**config.mk**
```make
export PLATFORM = sky130hd
export DESIGN_NAME = ddr_addr_decode
export DESIGN_NICKNAME = d
export VERILOG_FILES = /design/src/rtl/ddr_dec_pkg.sv /design/src/rtl/ddr_cfg_check.sv /design/src/rtl/ddr_rank_match.sv /design/src/rtl/ddr_offset_split.sv /design/src/rtl/ddr_addr_decode.sv
export SDC_FILE = /design/constraint.sdc
export NUM_CORES = 1
export LEC_CHECK = 0
export BUFFER_PORTS_ARGS = -buffer_cell sky130_fd_sc_hd__clkbuf_2
export CAP_MARGIN = 20
export CORE_ASPECT_RATIO = 0.5
export CORE_UTILIZATION = 25
export DETAILED_ROUTE_END_ITERATION = 12
export GPL_ROUTABILITY_DRIVEN = 1
export SETUP_SLACK_MARGIN = 0.02
export SLEW_MARGIN = 20
export SYNTH_ARGS = -nofsm -noshare
export SYNTH_HDL_FRONTEND = slang
export SYNTH_SLANG_ARGS = --single-unit
```
**constraint.sdc**
```tcl
create_clock -name clk -period 9.7 [get_ports clk]
set_input_delay 1.94 -clock clk [delete_from_list [all_inputs] [get_ports clk]]
set_output_delay 1.94 -clock clk [all_outputs]
set_load 0.005 [all_outputs]
```
**src/rtl/ddr_dec_pkg.sv**
```systemverilog
// Package: shared constants for the DDR address decoder.
// Assumes byte addressing and a 64-bit beat (8 bytes).
package ddr_dec_pkg;
    localparam int unsigned PHYS_AW    = 36; // physical address width
    localparam int unsigned GRAN_EXP   = 27; // 128 MB granule exponent
    localparam int unsigned SPLIT_BIT  = 32; // 4 GB boundary bit
    localparam int unsigned MAX_CODE   = 5;  // largest legal rank-size code (4 GB)
    localparam int unsigned BEAT_SHIFT = 3;  // byte-in-beat bits
    localparam int unsigned COL_BITS   = 10; // column width
    localparam int unsigned MB_SHIFT   = 20; // bytes per MB exponent
endpackage

```
**src/rtl/ddr_cfg_check.sv**
```systemverilog
// Module: ddr_cfg_check
// Builds the window base, rank size and total size from the configuration
// inputs and flags illegal settings: bad size code, base not aligned to the
// total size, a window crossing a 4 GB line, or an oversized narrow area.
// Assumes configuration is quasi-static; purely combinational.
module ddr_cfg_check #(
    parameter int unsigned ADDR_W   = 36,
    parameter int unsigned GRAN_W   = 27,
    parameter int unsigned SPLIT    = 32,
    parameter int unsigned CODE_W   = 3,
    parameter int unsigned MB_W     = 12,
    parameter int unsigned MAX_CODE = 5,
    parameter int unsigned MB_SHIFT = 20
) (
    input  logic [SPLIT-GRAN_W-1:0]  base_lo,
    input  logic [ADDR_W-SPLIT-1:0]  base_hi,
    input  logic [CODE_W-1:0]        size_code,
    input  logic                     two_rank,
    input  logic [MB_W-1:0]          narrow_mb,
    input  logic                     bus32,
    output logic [ADDR_W:0]          base_x,
    output logic [ADDR_W:0]          size_x,
    output logic [ADDR_W:0]          total_x,
    output logic                     err
);
    localparam int unsigned HALF_W = GRAN_W - MB_SHIFT + (1 << CODE_W);

    logic [ADDR_W:0]   last_x;
    logic [HALF_W-1:0] half_mb;
    logic [HALF_W-1:0] narrow_ext;
    logic code_bad, align_bad, cross_bad, narrow_bad;

    // Derive window geometry from configuration.
    always_comb begin
        base_x  = {1'b0, base_hi, base_lo, {GRAN_W{1'b0}}};
        size_x  = {{ADDR_W{1'b0}}, 1'b1} << (GRAN_W + int'(size_code));
        total_x = two_rank ? (size_x << 1) : size_x;
        last_x  = base_x + total_x - {{ADDR_W{1'b0}}, 1'b1};
    end

    // Evaluate each illegal-configuration condition.
    always_comb begin
        half_mb    = {{(HALF_W-1){1'b0}}, 1'b1} << (GRAN_W - MB_SHIFT - 1 + int'(size_code));
        narrow_ext = {{(HALF_W-MB_W){1'b0}}, narrow_mb};
        code_bad   = (int'(size_code) > int'(MAX_CODE));
        align_bad  = |(base_x & (total_x - {{ADDR_W{1'b0}}, 1'b1}));
        cross_bad  = (base_x[ADDR_W:SPLIT] != last_x[ADDR_W:SPLIT]);
        narrow_bad = !bus32 && (narrow_ext > half_mb);
        err        = code_bad | align_bad | cross_bad | narrow_bad;
    end
endmodule

```
**src/rtl/ddr_rank_match.sv**
```systemverilog
// Module: ddr_rank_match
// Compares the request address with the window, picks the rank and the
// byte offset inside it, and decides whether the access is in the
// half-width area at the start of rank 0. Assumes geometry from
// ddr_cfg_check; a configuration error suppresses every hit.
module ddr_rank_match #(
    parameter int unsigned ADDR_W   = 36,
    parameter int unsigned MB_W     = 12,
    parameter int unsigned MB_SHIFT = 20
) (
    input  logic [ADDR_W-1:0] addr,
    input  logic [ADDR_W:0]   base_x,
    input  logic [ADDR_W:0]   size_x,
    input  logic [ADDR_W:0]   total_x,
    input  logic              cfg_bad,
    input  logic [MB_W-1:0]   narrow_mb,
    input  logic              bus32,
    output logic              hit,
    output logic              rank_sel,
    output logic              narrow,
    output logic [ADDR_W-1:0] rank_off
);
    localparam int unsigned PAD_W = ADDR_W + 1 - MB_W - MB_SHIFT;

    logic [ADDR_W:0] addr_x, end_x, rel_x, in_rank_x, narrow_lim;

    // Window compare, rank choice and in-rank offset.
    always_comb begin
        addr_x     = {1'b0, addr};
        end_x      = base_x + total_x;
        hit        = !cfg_bad && (addr_x >= base_x) && (addr_x < end_x);
        rel_x      = addr_x - base_x;
        rank_sel   = (rel_x >= size_x);
        in_rank_x  = rank_sel ? (rel_x - size_x) : rel_x;
        narrow_lim = {{PAD_W{1'b0}}, narrow_mb, {MB_SHIFT{1'b0}}};
        narrow     = hit && !rank_sel && !bus32 && (in_rank_x < narrow_lim);
        rank_off   = in_rank_x[ADDR_W-1:0];
    end
endmodule

```
**src/rtl/ddr_offset_split.sv**
```systemverilog
// Module: ddr_offset_split
// Splits an in-rank byte offset into column (low), internal bank, then row.
// The bank field is 2 or 3 bits wide by device density. Assumes the
// offset is already below the rank size, so the row is naturally bounded.
module ddr_offset_split #(
    parameter int unsigned ADDR_W     = 36,
    parameter int unsigned BEAT_SHIFT = 3,
    parameter int unsigned COL_W      = 10,
    parameter int unsigned ROW_W      = 17,
    parameter int unsigned BANK_W     = 3
) (
    input  logic [ADDR_W-1:0] off,
    input  logic              eight_bank,
    output logic [BANK_W-1:0] bank,
    output logic [ROW_W-1:0]  row,
    output logic [COL_W-1:0]  col
);
    localparam int unsigned LOW_W = BEAT_SHIFT + COL_W;

    logic [ADDR_W-1:0] upper;

    // Field extraction for both bank-count variants.
    always_comb begin
        col   = off[BEAT_SHIFT +: COL_W];
        upper = off >> LOW_W;
        if (eight_bank) begin
            bank = upper[BANK_W-1:0];
            row  = ROW_W'(upper >> BANK_W);
        end else begin
            bank = {1'b0, upper[BANK_W-2:0]};
            row  = ROW_W'(upper >> (BANK_W-1));
        end
    end
endmodule

```
**src/rtl/ddr_addr_decode.sv**
```systemverilog
// Module: ddr_addr_decode (top)
// Two-rank DDR address decoder. The window geometry and the error check
// come from ddr_cfg_check, the hit and rank from ddr_rank_match, and the
// bank/row/column from ddr_offset_split. All outputs are registered one
// cycle after the request. Assumes configuration inputs change only
// between transactions.
module ddr_addr_decode
    import ddr_dec_pkg::*;
#(
    parameter int unsigned ADDR_W = PHYS_AW,
    parameter int unsigned CODE_W = 3,
    parameter int unsigned MB_W   = 12,
    parameter int unsigned RANKS  = 2,
    parameter int unsigned BANK_W = 3,
    parameter int unsigned COL_W  = COL_BITS,
    parameter int unsigned ROW_W  = GRAN_EXP + MAX_CODE - BEAT_SHIFT - COL_BITS - 2
) (
    input  logic                          clk,
    input  logic                          rst_n,
    input  logic                          req_valid,
    input  logic [ADDR_W-1:0]             req_addr,
    input  logic [SPLIT_BIT-GRAN_EXP-1:0] cfg_base_lo,
    input  logic [ADDR_W-SPLIT_BIT-1:0]   cfg_base_hi,
    input  logic [CODE_W-1:0]             cfg_size_code,
    input  logic                          cfg_two_rank,
    input  logic [MB_W-1:0]               cfg_narrow_mb,
    input  logic                          cfg_bus32,
    input  logic                          cfg_eight_bank,
    output logic                          rsp_valid,
    output logic                          rsp_hit,
    output logic                          rsp_miss,
    output logic [RANKS-1:0]              rsp_cs_n,
    output logic                          rsp_narrow,
    output logic [BANK_W-1:0]             rsp_bank,
    output logic [ROW_W-1:0]              rsp_row,
    output logic [COL_W-1:0]              rsp_col,
    output logic                          cfg_err
);
    logic [ADDR_W:0]     base_x, size_x, total_x;
    logic                err_d, hit_d, rank_d, narrow_d;
    logic [ADDR_W-1:0]   off_d;
    logic [BANK_W-1:0]   bank_d;
    logic [ROW_W-1:0]    row_d;
    logic [COL_W-1:0]    col_d;
    logic [RANKS-1:0]    cs_d;

    ddr_cfg_check #(
        .ADDR_W(ADDR_W), .GRAN_W(GRAN_EXP), .SPLIT(SPLIT_BIT), .CODE_W(CODE_W),
        .MB_W(MB_W), .MAX_CODE(MAX_CODE), .MB_SHIFT(MB_SHIFT)
    ) u_cfg (
        .base_lo(cfg_base_lo), .base_hi(cfg_base_hi), .size_code(cfg_size_code),
        .two_rank(cfg_two_rank), .narrow_mb(cfg_narrow_mb), .bus32(cfg_bus32),
        .base_x(base_x), .size_x(size_x), .total_x(total_x), .err(err_d)
    );

    ddr_rank_match #(
        .ADDR_W(ADDR_W), .MB_W(MB_W), .MB_SHIFT(MB_SHIFT)
    ) u_match (
        .addr(req_addr), .base_x(base_x), .size_x(size_x), .total_x(total_x),
        .cfg_bad(err_d), .narrow_mb(cfg_narrow_mb), .bus32(cfg_bus32),
        .hit(hit_d), .rank_sel(rank_d), .narrow(narrow_d), .rank_off(off_d)
    );

    ddr_offset_split #(
        .ADDR_W(ADDR_W), .BEAT_SHIFT(BEAT_SHIFT), .COL_W(COL_W),
        .ROW_W(ROW_W), .BANK_W(BANK_W)
    ) u_split (
        .off(off_d), .eight_bank(cfg_eight_bank),
        .bank(bank_d), .row(row_d), .col(col_d)
    );

    // One active-low select per rank, low only for the addressed rank.
    for (genvar r = 0; r < RANKS; r++) begin : g_cs
        assign cs_d[r] = !(hit_d && (rank_d == 1'(r)));
    end

    // Register the response and the configuration-error flag.
    always_ff @(posedge clk) begin
        if (!rst_n) begin
            rsp_valid  <= 1'b0;
            rsp_hit    <= 1'b0;
            rsp_miss   <= 1'b0;
            rsp_cs_n   <= '1;
            rsp_narrow <= 1'b0;
            rsp_bank   <= '0;
            rsp_row    <= '0;
            rsp_col    <= '0;
            cfg_err    <= 1'b0;
        end else begin
            rsp_valid <= req_valid;
            cfg_err   <= err_d;
            if (req_valid && hit_d) begin
                rsp_hit    <= 1'b1;
                rsp_miss   <= 1'b0;
                rsp_cs_n   <= cs_d;
                rsp_narrow <= narrow_d;
                rsp_bank   <= bank_d;
                rsp_row    <= row_d;
                rsp_col    <= col_d;
            end else begin
                rsp_hit    <= 1'b0;
                rsp_miss   <= req_valid;
                rsp_cs_n   <= '1;
                rsp_narrow <= 1'b0;
                rsp_bank   <= '0;
                rsp_row    <= '0;
                rsp_col    <= '0;
            end
        end
    end
endmodule

```
==> flow_summary.json, run 1 <==
{
  "yosysTopAreaCellShare_pct": 22.1,
  "fin_nets": 1175,
  "avgRoutedWirePerCell_um": 17.1,
  "final.setup.tns_ns": 0,
  "drive_gt1_share_pct": 15.2,
  "synth-async-reset-ratio_pct": 0,
  "antennaDiodeCount": 0,
  "use_met3_pct": 2.93,
  "io_pins": 103,
  "area_delta_synth_final_pct": 16.0,
  "syn_area_per_cell_um2": 7.43,
  "ys.flop_type": "dfxtp_1",
  "rsz0062_at_grt": "no",
  "cts.sinks": 37,
  "path_clk_slew_ns": 0.06,
  "cts_resized": 0,
  "pre_cts_ws_ns": 1.19,
  "crit_fanout": 34,
  "drtIter0Drc": 368,
  "drv_slew": 0,
  "busiest_layer": "met2",
  "path_class": "in2reg",
  "yosys-top-cells-area": "ha_1 22%, dfxtp_1 11%, a21oi_1 5.3%",
  "yosysSeqAreaShare_pct": 11.3,
  "die_h_um": 117,
  "cts_hold_buf": 0,
  "synth_common_cells": "116 x ha_1, 85 x nand2_1, 79 x nor2_1",
  "cts_root_buf": "clkbuf_16",
  "holdPathEnd": "rsp_miss$_SDFF_PP0_",
  "fin_crit_ns": 8.30,
  "hold_violations": 0,
  "rows": 41,
  "yosys_warnings": 0,
  "final_cells": 1337,
  "yosysMostFrequentCell": "ha_1",
  "startpoint_type": "input pin",
  "cp-end-kind": "flip-flop",
  "finalWirelength_um": 22800,
  "hold_depth": 3,
  "critPathArrivalTime_ns": 8.47,
  "cts_tree": "done",
  "start_util_pct": 25.8,
  "drc": 0,
  "netlist_instances": 885,
  "synth-edff-count": 0,
  "ir_worst_vdd_v": 0.0000615,
  "setup_viol": 0,
  "grt_pass1_wl_um": 35400,
  "io_buffers": 102,
  "grt_use_met1_pct": 21.8,
  "grt_max_degree": 47,
  "layout_setup_ws_ns": 1.40,
  "fin_hold_ws_ns": 1.89,
  "fmax_mhz": 120,
  "firstDrtPassIters": 5,
  "powerDensity_nw_per_um2": 102,
  "grt_use_met2_pct": 28.5,
  "finalCritPeriodShare_pct": 85.6,
  "gp_congestion": 0.987,
  "antenna_left": 0,
  "max_slew_margin_pct": 29.4,
  "drt-vias-per-instance": 5.22,
  "leakage_nw": 3.42,
  "fp.dieArea_um2": 27000,
  "ys_ff_latch": 37,
  "hp-start": "req_valid",
  "hpwl_um": 19100,
  "power.total_mw": 0.777,
  "grt.total_usage_pct": 16.8,
  "cts_made_buffers": 5,
  "syn-cell-area_um2": 6580,
  "grt_pass1_vias": 6713,
  "antenna_found_initial": 0,
  "cts_buffer_depth": 2,
  "ys_types": 81,
  "die_width_um": 231,
  "h-tree-depth": 2,
  "yosysTopAreaCell": "ha_1",
  "hp-class": "in2reg",
  "outcome": "completed",
  "overflow": 0,
  "core_um2": 25500,
  "cts_setup_buffers": 0,
  "max_cap_viol_count": 0,
  "tightest_slew_ns": 1.06,
  "place_inst": 1329,
  "worstPathRequired_ns": 9.87,
  "vias": 6982
}
[routing by layer]
metal / vias up / share of wire [%]
met5: - / 0
met4: 0 / 2.2
met3: 37 / 4.9
met2: 153 / 46
met1: 3312 / 47
li1: 3480 / -
[how the worst max path moves through the flow]
stage                          start                     end  slack, ns  cells after the start
floorplan           cfg_size_code[1]   rsp_narrow$_SDFF_PN0_       2.36                     29
global placement    cfg_size_code[0]  rsp_cs_n[0]$_SDFF_PN1_       1.37                     22
detailed placement  cfg_size_code[0]  rsp_cs_n[0]$_SDFF_PN1_       1.19                     22
CTS                 cfg_size_code[0]  rsp_cs_n[0]$_SDFF_PN1_       1.48                     22
global route        cfg_size_code[0]  rsp_cs_n[0]$_SDFF_PN1_       0.82                     22
finish              cfg_size_code[0]  rsp_cs_n[0]$_SDFF_PN1_       1.40                     22
[cells in the final DEF (no fill, tap or decap), types with 12 or more instances in the layout]
cell type / n
a21oi_1: 69
inv_1: 46
a21o_1: 25
ha_1: 116
clkbuf_2: 102
xor2_1: 20
nand4_1: 15
xnor2_1: 26
nor2_1: 79
a31oi_1: 18
o21ai_0: 47
mux2i_1: 14
o21a_1: 15
nand2_1: 85
nand3_1: 39
nor3_1: 23
dfxtp_1: 37
nand2b_1: 12
conb_1: 29
[power breakdown]
group	internal, mW	leakage [nW]	switching, mW	total [mW]
Sequential	0.153	0.299	0.000202	0.153
Combinational	0.177	3.06	0.287	0.464
Clock	0.0944	0.0706	0.0659	0.160
Total	0.424	3.42	0.353	0.777
[logic make-up (layout without fill, tap and decap cells)]
kind of cell | Yosys count | after routing | synth area share, %
XOR/XNOR | 46 | 46 | 6.13
adder cells (fa/ha/maj) | 117 | 117 | 22.4
flip-flops | 37 | 37 | 11.3
AO/OA/AOI/OAI | 266 | 266 | 28.1
other | 2 | 29 | 0.114
buffers and inverters | 82 | 163 | 5.48
multiplexers | 16 | 16 | 2.53
AND/OR/NAND/NOR | 319 | 319 | 24.0
[registers in the layout, summed over array words and instances, names as in the netlist]
name        flops
cfg_err         1
rsp_bank        3
rsp_col        10
rsp_cs_n        2
rsp_hit         1
rsp_miss        1
rsp_narrow      1
rsp_row        17
rsp_valid       1
[layout make-up]
type,instances,area [um2]
fill,2789,17900
clock inverter,2,10.0
clock buffer,6,129
timing repair buffer,108,556
tap,344,430
sequential,37,741
inverter,47,176
multi-input combinational,793,5590
[worst max-delay path, stage by stage]
cell	delay (ns)
clkbuf_2	0.22
nor2_1	0.15
buf_4	0.23
inv_1	0.07
ha_1	0.45
nand2b_1	0.19
nor2_1	0.51
nand2_1	0.17
o21ai_0	0.34
ha_1	0.38
a211oi_1	0.46
o21ai_0	0.27
a221oi_2	0.37
inv_1	0.15
ha_1	0.33
a21o_1	0.20
a211oi_1	0.24
o311ai_0	0.18
a21o_1	0.19
a32oi_1	0.34
nand4_4	0.54
or2_2	0.51
[per-stage QoR]
step                cell area [um2]  util (%)
floorplan                      6680         -
global placement               7490      29.4
detailed placement             7490      29.4
CTS                            7630      29.9
global route                   7630      29.9
finish                         7630      29.9
Power figures use the tool's default switching activity.
==> run 2: changes to the inputs <==
--- a/config.mk
+++ b/config.mk
@@ -11,6 +11,7 @@
 export CORE_UTILIZATION = 25
 export DETAILED_ROUTE_END_ITERATION = 12
 export GPL_ROUTABILITY_DRIVEN = 1
+export REMOVE_ABC_BUFFERS = 1
 export SETUP_SLACK_MARGIN = 0.02
 export SLEW_MARGIN = 20
 export SYNTH_ARGS = -nofsm -noshare
==> run 2 against run 1 <==
Net effect:
- first-iteration DRC count increased by 39%
- sequential power about the same
- clock power increased by 23%
- sequential share of layout area decreased by 0.085 points
- via count decreased by 0.19%
- largest cell class unchanged
- final area increased by 0.89%
- highest routed layer unchanged
- non-clock buffer count increased by 4
- sequential cell count unchanged
- die area unchanged
==> flow_summary.json, run 2 (synthesis gave the netlist of run 1 again) <==
{
  "dpl_cell_area_um2": 7520,
  "rsz0062_at_grt": "no",
  "final_common_cell": "ha_1",
  "drt-vias-per-instance": 5.20,
  "max_slew_margin_pct": 26.6,
  "overflow": 0,
  "gp_congestion": 0.926,
  "grt_pass1_vias": 6548,
  "hold_violations": 0,
  "cp-end-kind": "flip-flop",
  "max_cap_viol_count": 0,
  "mostFrequentLayoutCells": "116 x ha_1, 102 x clkbuf_2, 85 x nand2_1",
  "rows": 41,
  "cts_setup_buffers": 0,
  "final_cells": 1341,
  "drive_gt1_share_pct": 15.6,
  "top_regs": "rsp_row: 17 flops, rsp_col: 10 flops, rsp_bank: 3 flops",
  "cts_tree": "done",
  "hold_depth": 3,
  "antenna_found_initial": 0,
  "crit_fanout": 17,
  "ir_worst_vdd_v": 0.0000570,
  "cts_resized": 0,
  "grt_pass1_wl_um": 34600,
  "fin_nets": 1179,
  "grt_max_degree": 34,
  "h-tree-depth": 2,
  "worstPathRequired_ns": 9.89,
  "power.total_mw": 0.818,
  "place_inst": 1333,
  "core_um2": 25500,
  "cts_made_buffers": 5,
  "startpoint_type": "input pin",
  "hpwl_um": 18700,
  "fp.dieArea_um2": 27000,
  "io_buffers": 102,
  "finalCritPeriodShare_pct": 79.1,
  "die_h_um": 117,
  "nFillCells": 2784,
  "cts.sinks": 37,
  "firstDrtPassIters": 5,
  "hp-class": "in2reg",
  "antenna_left": 0,
  "io_pins": 103,
  "largest_register_ff_count": 17,
  "drv_slew": 0,
  "start_util_pct": 25.8,
  "drtIter0Drc": 512,
  "avgRoutedWirePerCell_um": 16.6,
  "setup_viol": 0,
  "leakage_nw": 3.45,
  "regMostFlops": "rsp_row",
  "outcome": "completed",
  "cts_hold_buf": 0,
  "path_class": "in2reg",
  "drc": 0,
  "antennaDiodeCount": 0,
  "die_width_um": 231,
  "tightest_slew_ns": 1.10,
  "fin_crit_ns": 7.67,
  "grt.total_usage_pct": 16.2,
  "finalWirelength_um": 22200,
  "powerDensity_nw_per_um2": 106,
  "cts_buffer_depth": 2,
  "cts_root_buf": "clkbuf_16",
  "critPathArrivalTime_ns": 7.87,
  "vias": 6969,
  "finalInstanceArea_um2": 7700,
  "area_delta_synth_final_pct": 17.1,
  "path_clk_slew_ns": 0.06,
  "fin_hold_ws_ns": 1.88,
  "fmax_mhz": 130
}
run 2: layer usage:
metal / up-vias / global-route usage (%) / part of all wire, %
met1: 3285 / 21.7 / 48
li1: 3478 / - / -
met2: 178 / 27.9 / 47
met3: 28 / 1.42 / 3.6
met4: 0 / 4.02 / 1.6
met5: - / 0 / 0
run 2: layout make-up:
cell class	count	area, um2	share of cell area (%)
Clock buffer	6	139	1.80
Tap cell	344	430	5.59
Sequential cell	37	741	9.62
Clock inverter	2	37.5	0.487
Inverter	47	176	2.29
Multi-Input combinational cell	793	5590	72.6
Timing Repair Buffer	112	586	7.60
run 2: final timing paths:
kind	startpoint	end	slack, ns
max	cfg_size_code[0]	rsp_narrow$_SDFF_PN0_	2.03
min	req_valid	rsp_miss$_SDFF_PP0_	1.88
run 2: worst max-delay path, cell delays in order:
cell	delay (ns)
clkbuf_2	0.22
nor2_1	0.15
buf_4	0.23
inv_1	0.07
ha_1	0.44
nand2b_1	0.19
nor2_1	0.13
buf_4	0.19
nand2_1	0.10
o21ai_0	0.28
ha_1	0.38
a211oi_1	0.40
o21ai_0	0.26
a221oi_2	0.36
inv_1	0.15
ha_1	0.33
a21o_1	0.19
a211oi_1	0.22
o311ai_0	0.19
a21o_1	0.19
a32oi_1	0.33
nand4_4	0.33
buf_4	0.32
a2111oi_2	0.27
run 2: where the power goes:
group          total, mW  internal (mW)  switching (mW)
clock network      0.197          0.128          0.0689
registers          0.153          0.153        0.000193
logic              0.468          0.180           0.288
run 2: through the flow:
step | util (%) | TNS, ns | setup WS (ns)
finish | 30.2 | 0 | 2.03
global route | 30.2 | 0 | 1.49
CTS | 30.2 | 0 | 2.06
detailed placement | 29.5 | 0 | 1.76
global placement | 29.5 | 0 | 1.88
floorplan | - | -0.586 | -0.586
==> run 3: changes to the inputs <==
==> constraint.sdc (replaced) <==
create_clock -name clk -period 7.5 [get_ports clk]
set_input_delay 1.5 -clock clk [delete_from_list [all_inputs] [get_ports clk]]
set_output_delay 1.5 -clock clk [all_outputs]
set_load 0.005 [all_outputs]
==> run 3 against run 2 <==
Net effect:
- combinational power increased by 30%
- sequential cell count unchanged
- sequential power increased by 29%
- worst hold slack got worse by 0.44 ns
- die area unchanged
- power increased by 32%
- via count increased by 1.1%
- final cell count increased by 0.45%
- clock-buffer cell count decreased by 1
- largest power group unchanged
==> flow_summary.json, run 3 (synthesis gave the netlist of run 1 again) <==
{
  "io_buffers": 102,
  "drv_slew": 0,
  "cts_hold_buf": 0,
  "cp_top_family": "compound AO/OA/AOI/OAI gates",
  "fin_crit_ns": 6.94,
  "multiInputGateArea_um2": 5600,
  "firstDrtPassIters": 5,
  "antenna_left": 0,
  "path_class": "in2reg",
  "drtIter0Drc": 559,
  "tightest_slew_ns": 0.725,
  "cts_made_buffers": 5,
  "pre_cts_ws_ns": 0.109,
  "cts.sinks": 37,
  "grt_use_met2_pct": 28.2,
  "worstPathRequired_ns": 7.70,
  "top_regs": "rsp_row: 17 flops, rsp_col: 10 flops, rsp_bank: 3 flops",
  "max_slew_margin_pct": 51.7,
  "largest_register_ff_count": 17,
  "final_common_cell": "ha_1",
  "cp_slowest_stage_delay_ns": 0.40,
  "nFillCells": 2792,
  "drt-vias-per-instance": 5.23,
  "cts_resized": 0,
  "rsz0062_at_grt": "no",
  "path_clk_slew_ns": 0.06,
  "use_met3_pct": 1.17,
  "cts_tree": "done",
  "die_h_um": 117,
  "antennaDiodeCount": 0,
  "hpwl_um": 19100,
  "busiest_layer": "met2",
  "cp-end-kind": "flip-flop",
  "fin_nets": 1185,
  "ir_worst_vdd_v": 0.0000719,
  "die_width_um": 231,
  "h-tree-depth": 2,
  "cp_num_buf_inv": 2,
  "fp.dieArea_um2": 27000,
  "cts_setup_buffers": 0,
  "grt_pass1_vias": 6665,
  "area_delta_synth_final_pct": 18.2,
  "fmax_mhz": 144,
  "startpoint_type": "input pin",
  "drive_gt1_share_pct": 16.4,
  "hp-class": "in2reg",
  "critPathArrivalTime_ns": 7.13,
  "regMostFlops": "rsp_row",
  "grt_use_met1_pct": 22.1,
  "grt.total_usage_pct": 16.6,
  "vias": 7048,
  "outcome": "completed",
  "core_um2": 25500,
  "gp_congestion": 0.945,
  "drc": 0,
  "finalWirelength_um": 22400,
  "mostFrequentLayoutCells": "116 x ha_1, 102 x clkbuf_2, 85 x nand2_1",
  "setup_viol": 0,
  "powerDensity_nw_per_um2": 139,
  "grt_max_degree": 32,
  "crit_fanout": 28,
  "antenna_found_initial": 0,
  "cpMaxStageDelayCell": "fa_1",
  "hold_violations": 0,
  "regArea_um2": 741,
  "finalCritPeriodShare_pct": 92.5,
  "cts_buffer_depth": 2,
  "finish.utilization_pct": 30.5,
  "overflow": 0,
  "cts_root_buf": "clkbuf_16",
  "start_util_pct": 25.8,
  "leakage_nw": 3.50,
  "layout_setup_ws_ns": 0.565,
  "io_pins": 103,
  "max_cap_viol_count": 0,
  "rows": 41,
  "grt_pass1_wl_um": 35600,
  "avgRoutedWirePerCell_um": 16.6
}
## run 3: cell count changes in the layout (fill, tap and decap cells not counted), sizes merged
cell      delta
clkinv       +1
clkinvlp     -1
bufinv       +1
clkbuf       -1
buf          +6
## run 3: path summary, 6_finish.rpt
check,from,to,slack (ns),cells past startpoint
setup / recovery,cfg_base_lo[0],rsp_narrow$_SDFF_PN0_,0.56,28
hold / removal,req_valid,rsp_miss$_SDFF_PP0_,1.44,3
## run 3: cell type report
cell class / count / area share, %
clock buffer: 5 / 1.61
clock inverter: 3 / 0.837
sequential: 37 / 9.52
timing repair buffer: 118 / 8.27
tap: 344 / 5.53
multi-input combinational: 793 / 72.0
inverter: 47 / 2.27
## run 3: stage by stage
stage | std cells | cell area (um2) | TNS, ns | hold WS (ns) | power (mW)
3_3_place_gp | 1339 | 7580 | 0 | 1.75 | 0.794
6_report | 1347 | 7780 | 0 | 1.44 | 1.08
4_1_cts | 1347 | 7770 | 0 | 1.43 | 1.09
2_1_floorplan | 877 | 6490 | -15.15 | 1.59 | 0.623
3_5_place_dp | 1339 | 7580 | 0 | 1.74 | 0.800
5_1_grt | 1347 | 7780 | 0 | 1.44 | 1.17
## run 3: metal layers
metal	part of all wire [%]	up-vias
met5	0	-
li1	-	3484
met3	3.4	34
met2	46	170
met1	48	3360
met4	2.7	0
## run 3: power breakdown
part	internal, mW	leakage, nW	switching, mW
registers	0.198	0.299	0.000256
logic	0.236	3.11	0.373
clock network	0.190	0.0938	0.0869
## run 3: tightest hold or removal path, stage by stage
cell	delay, ns
clkbuf_2	0.08
nand2_1	0.06
a31oi_1	0.04
